==> src/rtl/i2c_pinmux_pkg.sv <==
package i2c_pinmux_pkg;

    localparam int LINES   = 2;
    localparam int SCL_IDX = 0;
    localparam int SDA_IDX = 1;

    // register addresses
    localparam int RA_MODE  = 0;
    localparam int RA_DIR   = 1;
    localparam int RA_LEVEL = 2;
    localparam int RA_SET   = 3;
    localparam int RA_CLR   = 4;

    typedef struct packed {
        logic             gpio_mode;
        logic [LINES-1:0] dir;
        logic [LINES-1:0] latch;
    } pin_ctl_t;

    localparam pin_ctl_t CTL_RESET = '{gpio_mode: 1'b0, dir: '0, latch: '1};

endpackage

==> src/rtl/pinmux_ctl_regs.sv <==
module pinmux_ctl_regs
    import i2c_pinmux_pkg::*;
#(
    parameter int DATA_W = 16,
    parameter int ADDR_W = 3
) (
    input  logic              clk,
    input  logic              rst_n,
    input  logic              we,
    input  logic [ADDR_W-1:0] addr,
    input  logic [DATA_W-1:0] wdata,
    output pin_ctl_t          ctl
);

    localparam logic [ADDR_W-1:0] A_MODE = ADDR_W'(RA_MODE);
    localparam logic [ADDR_W-1:0] A_DIR  = ADDR_W'(RA_DIR);
    localparam logic [ADDR_W-1:0] A_SET  = ADDR_W'(RA_SET);
    localparam logic [ADDR_W-1:0] A_CLR  = ADDR_W'(RA_CLR);

    pin_ctl_t ctl_d, ctl_q;

    always_comb begin
        ctl_d = ctl_q;
        if (we) begin
            unique case (addr)
                A_MODE:  ctl_d.gpio_mode = wdata[0];
                A_DIR:   ctl_d.dir       = wdata[LINES-1:0];
                A_SET:   ctl_d.latch     = ctl_q.latch | wdata[LINES-1:0];
                A_CLR:   ctl_d.latch     = ctl_q.latch & ~wdata[LINES-1:0];
                default: ctl_d           = ctl_q;
            endcase
        end
    end

    always_ff @(posedge clk) begin
        if (!rst_n) ctl_q <= CTL_RESET;
        else        ctl_q <= ctl_d;
    end

    assign ctl = ctl_q;

endmodule

==> src/rtl/pinmux_sync.sv <==
module pinmux_sync #(
    parameter int WIDTH  = 2,
    parameter int STAGES = 2
) (
    input  logic             clk,
    input  logic             rst_n,
    input  logic [WIDTH-1:0] async_in,
    output logic [WIDTH-1:0] sync_out
);

    logic [STAGES-1:0][WIDTH-1:0] chain_d, chain_q;

    always_comb begin
        chain_d[0] = async_in;
        for (int s = 1; s < STAGES; s++) begin
            chain_d[s] = chain_q[s-1];
        end
    end

    always_ff @(posedge clk) begin
        if (!rst_n) chain_q <= '1;
        else        chain_q <= chain_d;
    end

    assign sync_out = chain_q[STAGES-1];

endmodule

==> src/rtl/pinmux_od_drive.sv <==
module pinmux_od_drive
    import i2c_pinmux_pkg::*;
(
    input  pin_ctl_t         ctl,
    input  logic [LINES-1:0] eng_pull,
    output logic [LINES-1:0] pull_low
);

    for (genvar i = 0; i < LINES; i++) begin : g_line
        logic gpio_pull;
        assign gpio_pull   = ctl.dir[i] & ~ctl.latch[i];
        assign pull_low[i] = ctl.gpio_mode ? gpio_pull : eng_pull[i];
    end

endmodule

==> src/rtl/i2c_pin_recovery_mux.sv <==
module i2c_pin_recovery_mux
    import i2c_pinmux_pkg::*;
#(
    parameter int DATA_W      = 16,
    parameter int ADDR_W      = 3,
    parameter int SYNC_STAGES = 2
) (
    input  logic              clk,
    input  logic              rst_n,
    input  logic              reg_we,
    input  logic [ADDR_W-1:0] reg_addr,
    input  logic [DATA_W-1:0] reg_wdata,
    output logic [DATA_W-1:0] reg_rdata,
    input  logic              eng_scl_pull,
    input  logic              eng_sda_pull,
    input  logic              scl_pin_in,
    input  logic              sda_pin_in,
    output logic              scl_pull_low,
    output logic              sda_pull_low
);

    localparam logic [ADDR_W-1:0] A_MODE  = ADDR_W'(RA_MODE);
    localparam logic [ADDR_W-1:0] A_DIR   = ADDR_W'(RA_DIR);
    localparam logic [ADDR_W-1:0] A_LEVEL = ADDR_W'(RA_LEVEL);
    localparam logic [ADDR_W-1:0] A_SET   = ADDR_W'(RA_SET);
    localparam logic [ADDR_W-1:0] A_CLR   = ADDR_W'(RA_CLR);

    pin_ctl_t         ctl_q;
    logic [LINES-1:0] level_sync;
    logic [LINES-1:0] pull_vec;
    logic [LINES-1:0] eng_vec;
    logic [LINES-1:0] pin_vec;

    assign eng_vec[SCL_IDX] = eng_scl_pull;
    assign eng_vec[SDA_IDX] = eng_sda_pull;
    assign pin_vec[SCL_IDX] = scl_pin_in;
    assign pin_vec[SDA_IDX] = sda_pin_in;

    pinmux_ctl_regs #(.DATA_W(DATA_W), .ADDR_W(ADDR_W)) u_regs (
        .clk   (clk),
        .rst_n (rst_n),
        .we    (reg_we),
        .addr  (reg_addr),
        .wdata (reg_wdata),
        .ctl   (ctl_q)
    );

    pinmux_sync #(.WIDTH(LINES), .STAGES(SYNC_STAGES)) u_sync (
        .clk      (clk),
        .rst_n    (rst_n),
        .async_in (pin_vec),
        .sync_out (level_sync)
    );

    pinmux_od_drive u_drive (
        .ctl      (ctl_q),
        .eng_pull (eng_vec),
        .pull_low (pull_vec)
    );

    assign scl_pull_low = pull_vec[SCL_IDX];
    assign sda_pull_low = pull_vec[SDA_IDX];

    always_comb begin
        reg_rdata = '0;
        unique case (reg_addr)
            A_MODE:         reg_rdata[0]       = ctl_q.gpio_mode;
            A_DIR:          reg_rdata[LINES-1:0] = ctl_q.dir;
            A_LEVEL:        reg_rdata[LINES-1:0] = level_sync;
            A_SET, A_CLR:   reg_rdata[LINES-1:0] = ctl_q.latch;
            default:        reg_rdata          = '0;
        endcase
    end

endmodule

==> config.mk <==
export PLATFORM = sky130hd
export DESIGN_NAME = i2c_pin_recovery_mux
export DESIGN_NICKNAME = d
export VERILOG_FILES = /design/src/rtl/i2c_pinmux_pkg.sv /design/src/rtl/pinmux_ctl_regs.sv /design/src/rtl/pinmux_sync.sv /design/src/rtl/pinmux_od_drive.sv /design/src/rtl/i2c_pin_recovery_mux.sv
export SDC_FILE = /design/constraint.sdc
export NUM_CORES = 1
export LEC_CHECK = 0
export BUFFER_PORTS_ARGS = -buffer_cell sky130_fd_sc_hd__clkbuf_2
export CELL_PAD_IN_SITES_DETAIL_PLACEMENT = 0
export CELL_PAD_IN_SITES_GLOBAL_PLACEMENT = 2
export CORE_MARGIN = 3
export CORE_UTILIZATION = 20
export DETAILED_ROUTE_END_ITERATION = 8
export HOLD_SLACK_MARGIN = 0.12
export PLACE_DENSITY = 0.78
export SLEW_MARGIN = 10
export SYNTH_ARGS = -nofsm -noshare
export SYNTH_HDL_FRONTEND = slang
export SYNTH_HIERARCHICAL = 1
export SYNTH_SLANG_ARGS = --single-unit
==> constraint.sdc <==
create_clock -name clk -period 1.62 [get_ports clk]
set_input_delay 0.081 -clock clk [delete_from_list [all_inputs] [get_ports clk]]
set_output_delay 0.081 -clock clk [all_outputs]
set_load 0.005 [all_outputs]
==> flow_metrics.py <==
metrics = {
    "outcome": {
        "status": "finished clean",
    },
    "yosys": {
        "synth-seq-cells": 9,
        "synth_commonest_cells": "14 x buf_4, 9 x dfxtp_1, 5 x nand2b_1",
        "synth_most_common_cell": "buf_4",
        "syn_avg_cell_area_sq_um": 9.449,
        "ys_async_sr_fraction_pct": 0,
        "ys_types": 19,
        "yosys_most_used_dff": "dfxtp_1",
        "synth.top_cell.area_share_pct": 32.88,
        "synth_enable_flop_cells": 0,
        "synth_top_area_cell": "dfxtp_1",
        "ys_warn_count": 6,
        "synth_area_leaders": "dfxtp_1 33%, buf_4 19%, mux2i_1 7.3%",
        "synth_seq_area_share_pct": 32.88,
        "syn_area_sq_um": 548.0,
        "synth_cells": 58,
    },
    "critical_path": {
        "path_buf_inv": 1,
        "cp_top_family": "multiplexers",
        "crit_chain": "mux4_2 -> a22o_1 -> clkbuf_2",
        "required_ns": 1.54,
        "cp_num_cells": 3,
        "cpMaxStageDelayCell": "mux4_2",
        "critPathMaxFanout": 6,
        "startpoint_type": "register",
        "ff2ff_path_depth": 1,
        "endpoint_kind": "output pin",
        "max_stage_delay_ns": 0.47,
        "crit_type": "reg2out",
        "r2r_slack_ns": 0.86,
        "critPathArrivalTime_ns": 1.38,
    },
    "global_routing": {
        "grt_util_all_layers_pct": 6.563,
        "grt_max_degree": 11,
        "grt_pass1_wl_mm": 1.669,
        "grt_pass1_vias": 398,
        "antenna_found_initial": 0,
        "grt_overflow": 0,
        "grt_use_met1_pct": 8.043,
        "gr-usage-met3_pct": 4.386,
        "met2_usage_pct": 9.250,
        "busiest_layer": "met2",
    },
    "finish": {
        "stdcell_area_sq_um": 700.7,
        "nets": 110,
        "drive_above_1_share_pct": 24.10,
        "n_antenna_cell": 0,
        "nFillCells": 269,
        "areaGrowthSynthToFinish_pct": 27.85,
    },
    "detailed_routing": {
        "drtAntennaViolNets": 0,
        "routed_wirelength_mm": 1.091,
        "first_pass_iters": 4,
        "viasPerCell": 4.168,
        "wl_per_cell_um": 9.655,
        "initialDrtViolationCount": 11,
        "drc_errors": 0,
        "via_count": 471,
    },
    "clock_network": {
        "insertion_delay_ns": 0.25,
        "h-tree-depth": 1,
        "cts_buffers": 3,
        "post_cts_buffers": 0,
        "cts-root-buf": "clkbuf_4",
        "path_clk_slew_ns": 0.06,
        "clock-sinks": 9,
        "tritoncts": "done",
        "cts.path.max_buffers": 2,
    },
    "pwr": {
        "combPwrFrac_pct": 17.1,
        "p_per_area_mw_per_mm2": 688.6,
        "leakage_nw": 0.3149,
        "swShare_pct": 24.10,
        "seq_power_share_pct": 48.1,
        "pwr-share-clk_pct": 34.8,
        "ir_drop_mv": 0.5130,
        "intPower_w": 0.0003662,
        "switching_power_w": 0.0001163,
    },
    "place": {
        "placed_area_sq_um": 604.3,
        "gp_congestion": 0.7445,
        "hpwl_um": 859.6,
        "io_buffers": 15,
    },
    "sta": {
        "final.setup.tns_ns": 0,
        "setup_viol": 0,
        "timing_hold_violations_final": 0,
        "clock_skew_ns": 0.003767,
        "hold_slack_ns": 0.1865,
        "rsz0062_at_grt": "false",
        "min_period_over_period_pct": 89.93,
        "fin_crit_ns": 1.457,
        "slew_viol_final": 0,
        "max_freq_ghz": 0.6864,
    },
    "floorplanning": {
        "initial_core_util_pct": 21.53,
        "pin_count": 44,
        "dieArea_sq_mm": 0.003404,
        "die_w_um": 58.35,
        "coreArea_sq_mm": 0.002545,
        "fp-row-count": 18,
        "die_y_um": 58.35,
    },
    "hold_path": {
        "hold_depth": 3,
        "hold_path_class": "in2reg",
    },
    "run": {
        "drv_cap": 0,
    },
}
routing by layer:
layer | vias to the layer above | part of all wire [%]
met5 | - | 0
met1 | 210 | 44
li1 | 232 | -
met3 | 0 | 12
met4 | 0 | 0
met2 | 29 | 44
power groups by stage:
stage / clock (W) / sequential [W] / combinational (W)
finish: 0.000168 / 0.000232 / 0.0000826
global route: 0.000190 / 0.000233 / 0.0000927
CTS: 0.000174 / 0.000232 / 0.0000825
detailed placement: 0 / 0.000237 / 0.0000697
global placement: 0 / 0.000237 / 0.0000676
floorplan: 0 / 0.000236 / 0.0000593
cell type report:
| class | count | area (sq um) | area share (%) |
|---|---|---|---|
| Sequential cell | 9 | 180.2 | 25.71 |
| Multi-Input combinational cell | 44 | 296.5 | 42.32 |
| Tap cell | 30 | 37.54 | 5.357 |
| Timing Repair Buffer | 22 | 145.1 | 20.71 |
| Inverter | 4 | 15.01 | 2.143 |
| Clock buffer | 4 | 26.28 | 3.750 |
path summary, 6_finish.rpt:
kind | start | end
worst max-delay path | u_regs/ctl[4] | reg_rdata[0]
worst min-delay path | reg_we | register
worst max register to register | register | register
worst min register to register | u_sync/chain_d[3] | u_sync/sync_out[1]
cells in the final DEF, fill, tap and decap left out, drive strengths merged:
master and instances:
a221o 2, a22o 1, and4b 1, and4bb 1, clkbuf 19, conb 14
dfxtp 9, dlygate4sd3 7, inv 4, mux2i 4, mux4 1, nand2b 5
nand3b 2, nand4 2, nor2 4, nor3b 1, nor4b 1, o211ai 1
o21ai 2, or4bb 2
cells by family after synthesis:
logic type	count (synthesis)	synth area share, %
buffers and inverters	18	21.92
and+or+nand+nor	19	24.66
other	1	0.6843
AOI/OAI and AO/OA	6	8.449
muxes	5	11.42
DFF	9	32.88
what timing repair did:
action                    in CTS  in global routing
resized for setup              0                  0
hold buffers                   7                  0
hold endpoints to repair       7                  0
metrics by stage:
stage | cells | util, % | setup WS [ns] | total power (W)
5_1_grt | 113 | 27.53 | 0.09378 | 0.0005154
2_1_floorplan | 71 | - | 0.5867 | 0.0002951
3_3_place_gp | 102 | 23.75 | 0.4459 | 0.0003046
3_5_place_dp | 102 | 23.75 | 0.4299 | 0.0003067
4_1_cts | 113 | 27.53 | 0.1513 | 0.0004890
6_report | 113 | 27.53 | 0.1631 | 0.0004825
tightest hold or removal path, cell delays in order:
cell and delay [ns]:
clkbuf_2 0.11, nand4_1 0.10, a221o_1 0.12
No activity file was read; power rests on OpenSTA's default activity.
